[src/rtl/pl_sram.sv]
module pl_sram #(
  parameter int AW    = 6,
  parameter int LANES = 4,
  parameter int LW    = 8
) (
  input  logic                  clk,
  input  logic                  rst_n,
  input  logic                  ld_n,
  input  logic                  rw,
  input  logic                  ce1_n,
  input  logic                  ce2_n,
  input  logic                  ce3,
  input  logic [LANES-1:0]      be_n,
  input  logic [AW-1:0]         addr,
  input  logic [LANES*LW-1:0]   wdata,
  input  logic                  oe_n,
  output logic [LANES*LW-1:0]   rdata,
  output logic                  rvalid
);
  localparam int DW    = LANES * LW;
  localparam int DEPTH = 1 << AW;

  logic [DW-1:0] mem [DEPTH];

  logic             s1_v, s1_rd;
  logic [AW-1:0]    s1_a;
  logic [LANES-1:0] s1_be;
  logic             s2_v, s2_rd;
  logic [AW-1:0]    s2_a;
  logic [LANES-1:0] s2_be;
  logic             rv_q;
  logic [DW-1:0]    rd_q;

  wire          ce_ok  = !ce1_n && !ce2_n && ce3;
  wire [1:0]    lo_nxt = s1_a[1:0] + 2'd1;
  wire [AW-1:0] nxt_a  = ld_n ? {s1_a[AW-1:2], lo_nxt} : addr;
  wire          nxt_rd = ld_n ? s1_rd : rw;
  wire          nxt_v  = ld_n ? s1_v  : ce_ok;

  always_ff @(posedge clk or negedge rst_n) begin
    if (!rst_n) begin
      s1_v  <= 1'b0;
      s1_rd <= 1'b1;
      s1_a  <= '0;
      s1_be <= '1;
      s2_v  <= 1'b0;
      s2_rd <= 1'b1;
      s2_a  <= '0;
      s2_be <= '1;
      rv_q  <= 1'b0;
    end else begin
      s1_v  <= nxt_v;
      s1_rd <= nxt_rd;
      s1_a  <= nxt_a;
      s1_be <= be_n;
      s2_v  <= s1_v;
      s2_rd <= s1_rd;
      s2_a  <= s1_a;
      s2_be <= s1_be;
      rv_q  <= s2_v && s2_rd;
    end
  end

  always_ff @(posedge clk) begin
    if (s2_v && s2_rd) rd_q <= mem[s2_a];
    if (s2_v && !s2_rd) begin
      for (int i = 0; i < LANES; i++)
        if (!s2_be[i]) mem[s2_a][i*LW +: LW] <= wdata[i*LW +: LW];
    end
  end

  assign rdata  = oe_n ? '0 : rd_q;
  assign rvalid = rv_q;

  a_r2_read_latency: assert property (@(posedge clk) disable iff (!rst_n)
    (!ld_n && rw && ce_ok) |=> ##2 rvalid);

  a_r4_deselect_quiet: assert property (@(posedge clk) disable iff (!rst_n)
    (!ld_n && !ce_ok) |=> ##2 !rvalid);

  a_r5_op_kept: assert property (@(posedge clk) disable iff (!rst_n)
    ld_n |=> ($stable(s1_rd) && $stable(s1_v)));

  a_r6_upper_hold: assert property (@(posedge clk) disable iff (!rst_n)
    ld_n |=> (s1_a[AW-1:2] == $past(s1_a[AW-1:2])));

  a_r6_low_step: assert property (@(posedge clk) disable iff (!rst_n)
    ld_n |=> (s1_a[1:0] == 2'($past(s1_a[1:0]) + 2'd1)));

  a_r8_oe_blank: assert property (@(posedge clk) disable iff (!rst_n)
    oe_n |-> (rdata == '0));

  a_r1_quiet_after_reset: assert property (@(posedge clk) disable iff (!rst_n)
    (!s2_v) |=> !rvalid);
endmodule

[config.mk]
export PLATFORM = sky130hd
export DESIGN_NAME = pl_sram
export DESIGN_NICKNAME = d
export VERILOG_FILES = /design/src/rtl/pl_sram.sv
export SDC_FILE = /design/constraint.sdc
export NUM_CORES = 2
export LEC_CHECK = 0
export CORE_AREA = 2 2 535 377
export CTS_CLUSTER_DIAMETER = 100
export DETAILED_ROUTE_END_ITERATION = 16
export DIE_AREA = 0 0 537 379
export SYNTH_ARGS = -nofsm -noshare
export SYNTH_HDL_FRONTEND = slang
export SYNTH_SLANG_ARGS = --single-unit
[constraint.sdc]
create_clock -name clk -period 2.57 [get_ports clk]
set_clock_uncertainty 0.1 [all_clocks]
set_input_delay 0.771 -clock clk [delete_from_list [all_inputs] [get_ports clk]]
set_output_delay 0.771 -clock clk [all_outputs]
set_load 0.01 [all_outputs]
==> metrics.csv <==
metric,value,unit
status,"finished, violations left",
failing checks,setup timing,
DPL Wire Length,177000,um
die area,204000,um^2
"Cell Area, Placed",92000,um^2
drt first pass iters,6,
clock root buffer,clkbuf_16,
placed instance count,8038,
VDD IR max,0.000595,V
Crit. End Element,flop,
fin area,102000,um^2
critical path cell sequence,buf_12 > buf_12 > nor2_4 > buf_12 > buf_8 > buf_4 > a22oi_1 > buf_4 > a21oi_1 > o21ai_0 > nand3b_1 > or4_1,
Final Wtd Congestion,0.899,
Design Power,0.0763,W
TritonCTS Buffers,198,
die width,537,um
GRT Total Usage,0.261,
Critical Path RT,3050,ps
type of origin of the critical path,flop,
proportion of layout cells with a drive suffix above 1,0.323,
pin count of the biggest net entering global routing,65,
synthesized net count,4834,
slowest CP cell,dfrtp_4,
Cells after Synth,4784,
detailed-route DRC error count,0,
"Warnings, synthesis",0,
CP max stage delay,480,ps
CP most frequent cell,buf_12,
number of synthesized register bits,2105,
grt ovf,0,
# hold bufs at CTS,0,
number of flops mapped to enable cells by yosys,2080,
Crit Path Class,flop to flop,
Syn-to-layout area delta,26.1,%
global-route wire length before repair,375000,um
Ports,83,
antenna-violating nets left,0,
clk slew on worst S/H paths,70,ps
Netlist cell types,55,
"Clk Latency, worst-skew pair",860,ps
fin. max-slew vios,0,
Worst Path Arrival,3430,ps
Final Hold Vio Count,0,
final setup fails,898,
Area contributors post-synth,"edfxtp_1 77%, a22oi_1 3.8%, mux2i_1 2.1%",
Post-Syn Area per Cell,16.9,um^2
Fill cells,16003,
Initial Utilization,0.408,
Port Buffer Count,82,
worst setup margin,-371,ps
Post-Syn Area,81000,um^2
CTS tree,yes,
fraction of registers with async set/reset,0.0119,
vias in the first global route,48660,
Max Cap Viol,0,
clock buffer depth,4,
"top cells by count, synth","2080 x edfxtp_1, 415 x a22oi_1, 324 x nor2_1",
Crit Path Max Fanout,7,
most common cell in the netlist,edfxtp_1,
vias per inst,6.08,
post-DR wirelength/cell,31.8,um
register area share after synthesis,0.779,
initial antenna violation count,21,
Worst-Margin Slew,899,ps
H-Tree Level Count,4,
prevailing post-synth register cell,edfxtp_1,
P_leak,34.0,nW
Layout Nets,5760,
Core Footprint,198000,um^2
routed via count,51691,
Detailed Route Iter0 Violations,8536,
die height,379,um
unrepaired setup endpoints after global routing,true,
Final min period,2940,ps
relative slew slack,0.401,
fin cells,8505,
Synth top area share,0.771,
Synth area leader,edfxtp_1,
pwr dens,747,nW/um^2
drt total wl,270000,um
f_max,340,MHz
setup tns final,-76520,ps
clock sink count,2105,
Rows,137,
Hold Path Class,input port to asynchronous set/reset pin,
period utilization,1.14,
area by class of cell:
class                   count  area [um^2]  area share
clock buffers             242         5180      0.0507
clock inverters           104          753     0.00737
multi-input cells        2308        18300       0.179
flip-flops and latches   2105        63100       0.618
diodes                      8         20.0    0.000196
inverters                   2         7.51   0.0000735
well taps                2641         3300      0.0323
repair buffers           1095        11500       0.113
stage by stage:
| step | hold WS (ps) | utilization | worst slack, ps |
|---|---|---|---|
| final | 207 | 0.515 | -371 |
| after global routing | 197 | 0.515 | -397 |
| after CTS | 165 | 0.506 | -337 |
| after detailed placement | 248 | 0.464 | -541 |
| after global placement | 250 | 0.464 | -517 |
| after floorplan | 245 | - | 135 |
sequential cells by signal, indices dropped and copies added (netlist names):
signal,flops
mem,2048
rd_q,32
rvalid,1
s1_a,6
s1_be,4
s1_rd,1
s1_v,1
s2_a,6
s2_be,4
s2_rd,1
s2_v,1
path summary, 6_finish.rpt:
path                           from  endpoint  slack, ps  depth (start not counted)
setup / recovery            s2_a[2]  rd_q[29]       -370                         12
hold / removal                rst_n   s1_a[1]        210                          2
setup reg to reg            s2_a[2]  rd_q[29]       -370                         12
hold reg to reg            s1_be[3]  s2_be[3]        260                          0
max in group asynchronous     rst_n   s2_a[2]       1830                          2
min in group clk            be_n[2]  s1_be[2]        220                          1
cell families after synthesis:
kind of cell	synth area share
xor+xnor	0.000108
flops	0.779
buf+inv	0.0208
compound gates	0.118
mux	0.0469
simple gates	0.0352
where the power goes:
part	total, W	leakage [nW]	internal, W	switching, W
clock	0.0279	2.92	0.0153	0.0126
sequential	0.0379	19.0	0.0378	0.000105
combinational	0.0105	12.1	0.00432	0.00614
routing by layer:
layer  track usage  vias up  wire length, um
met2         0.358     3544           111000
met1         0.390    26331           111000
met3        0.0883      423            39800
li1              -    21369                -
met5             0        -              126
met4        0.0721       24             8270
what timing repair did:
| action | CTS | global route |
|---|---|---|
| gates resized for setup | 453 | 342 |
| buffers inserted | 71 | 26 |
| cloned | 16 | 7 |
| setup endpoints to repair | 1397 | 1639 |
| pin swaps | 61 | 106 |
cells in the final DEF (no fill, tap or decap), types with 95 or more instances in the layout:
master,n
a22oi_1,337
buf_6,95
o22ai_1,135
clkbuf_16,208
a21oi_1,190
nor2_1,271
mux2i_1,163
a221oi_1,122
buf_4,697
buf_12,173
edfxtp_1,2080
nand2_1,144
critical path, delay by kind of cell (launching register included):
kind | cells | cell delay [ps]
AND/OR/NAND/NOR | 3 | 600
buffers and inverters | 6 | 880
AO/OA/AOI/OAI | 3 | 610
flip-flops | 1 | 480
Power figures use the tool's default switching activity.
